**src/rtl/serial_audio_rx_pkg.sv**
```systemverilog
package serial_audio_rx_pkg;

    localparam int OUT_W    = 24;
    localparam int CH_SLOTS = 32;
    localparam int SLOT_W   = $clog2(2 * CH_SLOTS);
    localparam int POS_W    = $clog2(OUT_W);

    typedef enum logic [1:0] {
        FMT_LJ  = 2'd0,
        FMT_I2S = 2'd1,
        FMT_RJ  = 2'd2,
        FMT_ALT = 2'd3
    } fmt_e;

    typedef struct packed {
        logic [OUT_W-1:0] word;
        logic             left;
    } audio_word_t;

    function automatic logic [SLOT_W-1:0] word_bits(input logic [1:0] wsel);
        case (wsel)
            2'd0:    return SLOT_W'(16);
            2'd1:    return SLOT_W'(18);
            2'd2:    return SLOT_W'(20);
            default: return SLOT_W'(24);
        endcase
    endfunction

    function automatic logic [SLOT_W-1:0] first_slot(input fmt_e fmt, input logic [1:0] wsel);
        case (fmt)
            FMT_I2S: return SLOT_W'(1);
            FMT_RJ:  return SLOT_W'(CH_SLOTS) - word_bits(wsel);
            default: return '0;
        endcase
    endfunction

    function automatic logic [OUT_W-1:0] low_mask(input logic [1:0] wsel);
        return {OUT_W{1'b1}} >> word_bits(wsel);
    endfunction

endpackage

```
**src/rtl/serial_audio_edge_det.sv**
```systemverilog
module serial_audio_edge_det (
    input  logic clk,
    input  logic rst,
    input  logic sck_i,
    input  logic fs_i,
    output logic sck_rise,
    output logic fs_change,
    output logic fs_held
);
    logic sck_q;
    logic seen_q;

    assign sck_rise  = sck_i & ~sck_q;
    assign fs_change = sck_rise & seen_q & (fs_i != fs_held);

    always_ff @(posedge clk) begin
        if (rst) begin
            sck_q   <= 1'b0;
            seen_q  <= 1'b0;
            fs_held <= 1'b0;
        end else begin
            sck_q <= sck_i;
            if (sck_rise) begin
                seen_q  <= 1'b1;
                fs_held <= fs_i;
            end
        end
    end

    // a frame-sync change is reported only at a sampled bit-clock rise
    assert_change_on_rise_R1: assert property (@(posedge clk) disable iff (rst)
        fs_change |-> (sck_i && !sck_q));

endmodule

```
**src/rtl/serial_audio_capture.sv**
```systemverilog
module serial_audio_capture
    import serial_audio_rx_pkg::*;
(
    input  logic              clk,
    input  logic              rst,
    input  logic              sck_rise,
    input  logic              fs_change,
    input  logic              fs_held,
    input  logic              sd_i,
    input  logic [SLOT_W-1:0] start_slot,
    input  logic [SLOT_W-1:0] nbits,
    output audio_word_t       out_word,
    output logic              out_valid
);
    localparam logic [SLOT_W-1:0] SLOT_MAX = {SLOT_W{1'b1}};

    logic [SLOT_W-1:0] cnt_q;
    logic [SLOT_W-1:0] slot_now;
    logic [SLOT_W-1:0] pos;
    logic [OUT_W-1:0]  acc_q, acc_d;
    logic              armed_q;
    logic              in_win;

    assign slot_now = fs_change ? '0 : cnt_q;
    assign pos      = slot_now - start_slot;
    assign in_win   = (slot_now >= start_slot) && (pos < nbits);

    always_comb begin
        acc_d = fs_change ? '0 : acc_q;
        if (in_win)
            acc_d[POS_W'(OUT_W - 1) - pos[POS_W-1:0]] = sd_i;
    end

    always_ff @(posedge clk) begin
        if (rst) begin
            cnt_q     <= '0;
            acc_q     <= '0;
            armed_q   <= 1'b0;
            out_word  <= '0;
            out_valid <= 1'b0;
        end else begin
            out_valid <= 1'b0;
            if (sck_rise) begin
                acc_q <= acc_d;
                if (fs_change)
                    cnt_q <= SLOT_W'(1);
                else if (cnt_q != SLOT_MAX)
                    cnt_q <= cnt_q + 1'b1;
                if (fs_change) begin
                    armed_q <= 1'b1;
                    if (armed_q) begin
                        out_word.word <= acc_q;
                        out_word.left <= fs_held;
                        out_valid     <= 1'b1;
                    end
                end
            end
        end
    end

    // the slot count restarts at a frame-sync change
    assert_slot_restart_R3: assert property (@(posedge clk) disable iff (rst)
        fs_change |=> (cnt_q == SLOT_W'(1)));

    // the strobe lasts a single cycle
    assert_single_strobe_R8: assert property (@(posedge clk) disable iff (rst)
        out_valid |=> !out_valid);

endmodule

```
**src/rtl/serial_audio_rx.sv**
```systemverilog
module serial_audio_rx
    import serial_audio_rx_pkg::*;
(
    input  logic              clk,
    input  logic              rst,
    input  logic [1:0]        fmt_sel,
    input  logic [1:0]        wsel,
    input  logic              sck_i,
    input  logic              fs_i,
    input  logic              sd_i,
    output logic [OUT_W-1:0]  sample_o,
    output logic              left_o,
    output logic              valid_o
);
    logic        sck_rise;
    logic        fs_change;
    logic        fs_held;
    audio_word_t word;
    fmt_e        fmt;

    assign fmt = fmt_e'(fmt_sel);

    serial_audio_edge_det u_edge (
        .clk       (clk),
        .rst       (rst),
        .sck_i     (sck_i),
        .fs_i      (fs_i),
        .sck_rise  (sck_rise),
        .fs_change (fs_change),
        .fs_held   (fs_held)
    );

    serial_audio_capture u_cap (
        .clk        (clk),
        .rst        (rst),
        .sck_rise   (sck_rise),
        .fs_change  (fs_change),
        .fs_held    (fs_held),
        .sd_i       (sd_i),
        .start_slot (first_slot(fmt, wsel)),
        .nbits      (word_bits(wsel)),
        .out_word   (word),
        .out_valid  (valid_o)
    );

    assign sample_o = word.word;
    assign left_o   = word.left;

    // bits below the word width are zero on every delivered sample
    assert_low_bits_zero_R7: assert property (@(posedge clk) disable iff (rst)
        valid_o |-> ((sample_o & low_mask(wsel)) == '0));

    // a strobe follows a sampled frame-sync change
    assert_strobe_after_change_R8: assert property (@(posedge clk) disable iff (rst)
        $rose(valid_o) |-> $past(fs_change));

endmodule

```
**config.mk**
```make
export PLATFORM = sky130hd
export DESIGN_NAME = serial_audio_rx
export DESIGN_NICKNAME = d
export VERILOG_FILES = /design/src/rtl/serial_audio_rx_pkg.sv /design/src/rtl/serial_audio_edge_det.sv /design/src/rtl/serial_audio_capture.sv /design/src/rtl/serial_audio_rx.sv
export SDC_FILE = /design/constraint.sdc
export NUM_CORES = 1
export LEC_CHECK = 0
export BUFFER_PORTS_ARGS = -buffer_cell sky130_fd_sc_hd__buf_2
export CAP_MARGIN = 20
export CORE_MARGIN = 2
export CORE_UTILIZATION = 25
export CTS_CLUSTER_DIAMETER = 80
export CTS_CLUSTER_SIZE = 24
export DETAILED_ROUTE_END_ITERATION = 12
export HOLD_SLACK_MARGIN = 0.02
export MAX_ROUTING_LAYER = met4
export SYNTH_ARGS = -nofsm -noshare
export SYNTH_HDL_FRONTEND = slang
export SYNTH_HIERARCHICAL = 1
export SYNTH_SLANG_ARGS = --single-unit
```
**constraint.sdc**
```tcl
create_clock -name clk -period 5.8 [get_ports clk]
set_input_delay 0.58 -clock clk [delete_from_list [all_inputs] [get_ports clk]]
set_output_delay 0.58 -clock clk [all_outputs]
set_load 0.1 [all_outputs]
```
# Yosys cells after proc, flatten, opt, wreduce, memory -nomap -nowiden
# Cells that the tools add are included.
# W data, S select, Z words.
[totals] ff_bits=60 input_bits=9 elab_cells=49
[op_classes] addsub=4 n_lt_le_gt_ge=4 n_eq_ne=6 mux=12 bitwise=6 n_reduce_logical=8
[ops] cell="$mux W24" count=2
[ops] cell="$bwmux W24" count=1
[ops] cell="$mux W6" count=4
[ops] cell="$pmux W4 S3" count=1
[ops] cell="$pmux W6 S2" count=1
[ops] cell="$add A6 B1 Y6 const B" count=1
[ops] cell="$ge A6 B6 Y1" count=1
[ops] cell="$lt A5 B6 Y1 const B" count=1
[ops] cell="$lt A6 B5 Y1" count=1
[ops] cell="$ne A6 B6 Y1 const B" count=1
[ops] cell="$sub A6 B6 Y6" count=1
[ops] cell="$sub A6 B6 Y6 const A" count=1
[ops] cell="$demux W1 S5" count=1
[ops] cell="$ge A5 B1 Y1 const B" count=1
[ops] cell="$sub A5 B5 Y5 const A" count=1
[ops] cell="$eq A2 B1 Y1 const B" count=2
[ops] cell="$eq A2 B2 Y1 const B" count=2
[ops] cell="$reduce_and A2 Y1" count=2
[ops] cell="$and A1 B1 Y1" count=3
[ops] cell="$not A1 Y1" count=3
[ops] cell="$reduce_and A3 Y1" count=1
[ops] cell="$reduce_or A3 Y1" count=1
[ops] cell="$logic_and A1 B1 Y1" count=2
[ops] cell="$logic_not A2 Y1" count=1
[ops] cell="other kinds (3)" count=4

# Depth between registers and ports, before layout
[depth] ltp_word=13 depth_mapped=18

# Modules after synthesis
# The synthesis kept the hierarchy.
[modules_own_cells] module="serial_audio_capture" instances=1 cells_each=388 area_each_um2=3151.8 seq_area_each_um2=1141.1
[modules_own_cells] module="serial_audio_rx" instances=1 cells_each=16 area_each_um2=130.1 seq_area_each_um2=0.0
[modules_own_cells] module="serial_audio_edge_det" instances=1 cells_each=11 area_each_um2=127.6 seq_area_each_um2=60.1

# Worst setup path after synthesis
# Ideal clock, no wire load.
[synth_path] path_type="input to register" startpoint="input sck_i" endpoint="register u_cap.acc_q[13]" setup_ns=0.120 arrival_ns=3.589 path_slack_ns=2.091 path_stages=16 cell_sequence="nor2b_4 > and3_1 > clkbuf_1 > nor2b_1 > ha_1 > and3b_2 > o21ai_1 > nand2_1 > inv_2 > ha_1 > o21ai_0 > a21oi_1 > o21ai_0 > o211ai_2 > buf_6 > mux2i_1"
[synth_via] elab_chain_cells=12 elab_cells_between_ends=17
[synth_lines] item="start: declaration" line_no="serial_audio_rx.sv:8" source="input logic sck_i,"
[synth_lines] item="$and A1 B1 Y1 *" line_no="serial_audio_edge_det.sv:13" source="assign sck_rise = sck_i & ~sck_q;"
[synth_lines] item="$and A1 B1 Y1 * (2 in a row)" line_no="serial_audio_edge_det.sv:14" source="assign fs_change = sck_rise & seen_q & (fs_i != fs_held);"
[synth_lines] item="via fs_change" line_no="serial_audio_rx.sv:16" source="logic fs_change;"
[synth_lines] item="$mux W6" line_no="serial_audio_capture.sv:24" source="assign slot_now = fs_change ? '0 : cnt_q;"
[synth_lines] item="$sub A6 B6 Y6" line_no="serial_audio_capture.sv:25" source="assign pos = slot_now - start_slot;"
[synth_lines] item="$sub A5 B5 Y5" line_no="serial_audio_capture.sv:31" source="acc_d[POS_W'(OUT_W - 1) - pos[POS_W-1:0]] = sd_i;"
[synth_lines] item="$lt A5 B6 Y1 (implied by the code) / $ge A5 B1 Y1 (equally long branches)" line_no="serial_audio_capture.sv:31"
[synth_lines] item="$logic_and A1 B1 Y1 (implied by the code)" line_no="serial_audio_capture.sv:31"
[synth_lines] item="$mux W1 (implied by the code)" line_no="serial_audio_capture.sv:31"
[synth_lines] item="$demux W1 S5"
[synth_lines] item="$bwmux W24" line_no="serial_audio_capture.sv:31"
[synth_lines] item="$mux W24 *" line_no="serial_audio_capture.sv:30" source="if (in_win)"
[synth_lines] item="end signal: assignment" line_no="serial_audio_capture.sv:37" source="acc_q <= '0;"
[synth_lines] item="end signal: assignment" line_no="serial_audio_capture.sv:44" source="acc_q <= acc_d;"
[synth_lines] item="end: declaration" line_no="serial_audio_capture.sv:20" source="logic [OUT_W-1:0] acc_q, acc_d;"
# The timed path passes the listed nets; every way through them passes the cells marked *.
# A chain may end at the register's enable or synchronous reset.

# Final worst setup path
[layout_path] startpoint="input sck_i" endpoint="register u_cap.acc_q[11]"
[layout_via] elab_chain_cells=12 elab_cells_between_ends=17
[layout_lines] item="$and A1 B1 Y1 *" line_no="serial_audio_edge_det.sv:13"
[layout_lines] item="via sck_rise" line_no="serial_audio_rx.sv:15" source="logic sck_rise;"
[layout_lines] item="$and A1 B1 Y1 * (2 in a row)" line_no="serial_audio_edge_det.sv:14"
[layout_lines] item="via fs_change" line_no="serial_audio_rx.sv:16"
[layout_lines] item="$mux W6" line_no="serial_audio_capture.sv:24"
[layout_lines] item="$sub A6 B6 Y6" line_no="serial_audio_capture.sv:25"
[layout_lines] item="$sub A5 B5 Y5" line_no="serial_audio_capture.sv:31"
[layout_lines] item="$lt A5 B6 Y1 (implied by the code) / $ge A5 B1 Y1 (equally long branches)" line_no="serial_audio_capture.sv:31"
[layout_lines] item="$logic_and A1 B1 Y1 (implied by the code)" line_no="serial_audio_capture.sv:31"
[layout_lines] item="$mux W1 (implied by the code)" line_no="serial_audio_capture.sv:31"
[layout_lines] item="$demux W1 S5"
[layout_lines] item="$bwmux W24" line_no="serial_audio_capture.sv:31"
[layout_lines] item="$mux W24 *" line_no="serial_audio_capture.sv:30"
# Marked as above.

==> results.ini <==
[run_status]
status = complete, no violations

[synth]
synth-edff-count = 0
syn_inst = 415
synth_cell_types = 52
synth-seq-area-share_pct = 35.2
synth-simple-area-share_pct = 23.6
ys_ff_latch = 60
postSynthAreaPerCell_um2 = 8.22
yosys.area.top_type_share_pct = 35.2
synthAdderAreaFrac_pct = 6.83
synthTopCellsByArea = dfxtp_1 35%, nand2_1 11%, mux2i_1 7.3%, ha_1 6.2%, mux2_2 5.6%
synth_top_area_cell = dfxtp_1
synthFlopType = dfxtp_1
syn_area_mm2 = 0.00341
synth_top_family_by_area = simple AND/OR/NAND/NOR gates
synth_xor_area_share_pct = 1.28
muxShareOfSynthArea_pct = 13.3
async_flop_share_pct = 0
synth_compound_gate_area_share_pct = 12.8
yosysWarnings = 6

[place]
place_congestion = 0.812
portBuffers = 34
dp_hpwl_mm = 5.53

[clock_tree]
cts_resized = 0
cts_hold_buf = 0
htreeDepth = 3
cts.sinks = 60
clkSlewWorstSetupHoldPaths_ps = 60
clk-insertion-delay-late_ps = 330
cts-buffers-inserted = 9
cts.root.buffer_cell = clkbuf_16
clockBufferDepth = 2
post_cts_buffers = 0
tritoncts = done

[power_and_ir_drop]
p_sw_share_pct = 25.0
power.density_mw_per_mm2 = 285
p_leak_uw = 0.00164
seq_power_share_pct = 36.7
p_clk_share_pct = 51.0
power_uw = 1140
ir_drop_mv = 0.149
power_switching_uw = 285
pwr-share-comb_pct = 12.3
internal-power_uw = 855

[critical_path]
worstPathRequired_ps = 6060
reg2reg_depth = 15
cpPeakStageDelay_ps = 480
reg2reg_to = u_cap/acc_q[11]
path_class = primary input to register
cp_num_cells = 16
cp-end-kind = register
crit_chain = buf_2, nor2b_4, and3_1, nor2b_1, ha_1, and3b_2, o21ai_1, nand2_1, inv_2, ha_1, o21ai_0, a21oi_1, o21ai_0, o211ai_2, buf_4, mux2i_1
cp.arrival_ps = 4500
crit_path_start_kind = primary input
worstPathMaxFanout = 24
crit_path_start = sck_i
regToRegStartpoint = u_edge/sck_q
path_delay_family = simple AND/OR/NAND/NOR gates
slowest_stage = and3_1
cp-endpoint = u_cap/acc_q[11]
path_buf_inv = 3
rrSetupSlack_ps = 1600

[timing]
slew_viol_final = 0
slew_headroom_pct = 34.5
fmax_mhz = 235
finalHoldViolCount = 0
rsz0062_at_grt = no
setup_tns_ps = 0
setup_violations = 0
tightest_slew_ps = 979
period_needed_ps = 4250
period_share_pct = 73.2
finClkSkew_ps = 10.3

[routing]
drt_wl_total_mm = 7.77
drt_iter0_markers = 118
wl_per_cell_um = 12.5
routed_via_density = 4.57
ant_nets = 0
drt_pass1_iterations = 4
num_vias = 2851
drc_errors = 0

[finish]
seq_area_mm2 = 0.00120
diodes = 0
drive_gt1_share_pct = 17.9
nets = 470
most-common-layout-cells = 102 x nand2_1, 60 x dfxtp_1, 35 x a21oi_1, 34 x buf_2, 25 x mux2i_1
layout_commonest_cell = nand2_1
syn2layout_area_growth_pct = 17.4
n_fill_cell = 1425
multiInputGateArea_mm2 = 0.00199

[floorplan]
start_util_pct = 25.6
core_mm2 = 0.0133
die_w_um = 121
ios = 35
die_h_um = 121
fp.dieArea_mm2 = 0.0146
row_count = 42

[run]
cap_violations = 0

[global_route]
grt_max_degree = 39
track_usage_pct = 11.5
antenna_found_initial = 0
grt_pass1_wl_mm = 13.1
grt-ovfl-total = 0
grt_pass1_vias = 2822

[hold_path]
hold_path.class = register to register

[power groups by stage]
stage / Sequential [uW] / Clock, uW / Combinational, uW
4_1_cts: 419 / 594 / 141
3_3_place_gp: 427 / 0 / 135
3_5_place_dp: 428 / 0 / 140
2_1_floorplan: 427 / 0 / 116
5_1_grt: 419 / 612 / 155
6_report: 419 / 581 / 140
[layer usage]
layer  vias to the layer above  track usage [%]  wire length, um
met5                         -                -                0
met1                      1322             13.6             3530
met2                        55             18.4             3690
li1                       1467                -                -
met4                         0             3.27               66
met3                         7             4.06              477
[final cells by class]
type                    instances  share of cell area (%)
multi-input cells             314                    49.6
flip-flops and latches         60                    30.0
clock buffers                  10                    5.97
well taps                     176                    5.50
repair buffers                 37                    4.81
clock inverters                 6                    2.16
inverters                      21                    1.97
[registers in the layout, indices dropped and copies added, names as in the netlist]
name	cells
u_edge/seen_q	1
u_cap/armed_q	1
u_cap/out_valid	1
u_cap/out_word	25
u_cap/acc_q	24
u_edge/sck_q	1
u_cap/cnt_q	6
u_edge/fs_held	1
[synthesized netlist by cell type (3+ instances only)]
master / instances
and3_1: 3
a21oi_1: 35
nor3_1: 3
dfxtp_1: 60
xor2_1: 3
o21ai_1: 3
nand2_1: 102
a31oi_1: 5
nand4_1: 5
ha_1: 17
o211ai_1: 3
mux2_2: 17
clkbuf_1: 14
nor4_1: 8
mux2i_1: 25
nor2_1: 19
nor2b_1: 7
clkbuf_8: 3
o21ai_0: 9
inv_1: 20
nand3_1: 8
buf_6: 3
nand2b_1: 4
[cells by family after synthesis]
| group | count (synthesis) |
|---|---|
| flip-flops | 60 |
| AND/OR/NAND/NOR | 174 |
| XOR/XNOR | 5 |
| other | 2 |
| AO/OA/AOI/OAI | 70 |
| buffers and inverters | 43 |
| multiplexers | 43 |
| adder cells (fa/ha/maj) | 18 |
[worst min-delay path by stage]
stage | from | end | slack [ps] | depth (start not counted)
floorplan | u_edge/seen_q | u_edge/seen_q | 440 | 1
global placement | u_cap/out_word[18] | u_cap/out_word[18] | 440 | 2
detailed placement | u_cap/out_word[18] | u_cap/out_word[18] | 440 | 2
CTS | u_cap/out_word[18] | u_cap/out_word[18] | 450 | 2
global route | u_cap/out_word[14] | u_cap/out_word[14] | 470 | 2
finish | u_cap/out_word[14] | u_cap/out_word[14] | 450 | 2
[worst min-delay path: cells and delay by family, from the launching register on]
family / cells / cell delay, ps
AND/OR/NAND/NOR: 1 / 50
flip-flops: 1 / 300
AO/OA/AOI/OAI: 1 / 50
[through the flow]
stage	utilization, %	instance area (um2)	instances	setup slack, ps	hold WS (ps)
2_1_floorplan	-	3420	417	2090	441
3_3_place_gp	27.7	3680	608	1510	441
3_5_place_dp	27.7	3680	608	1240	444
4_1_cts	30.1	4000	624	1570	452
5_1_grt	30.1	4000	624	1170	470
6_report	30.1	4000	624	1550	449
Power figures use the tool's default switching activity.
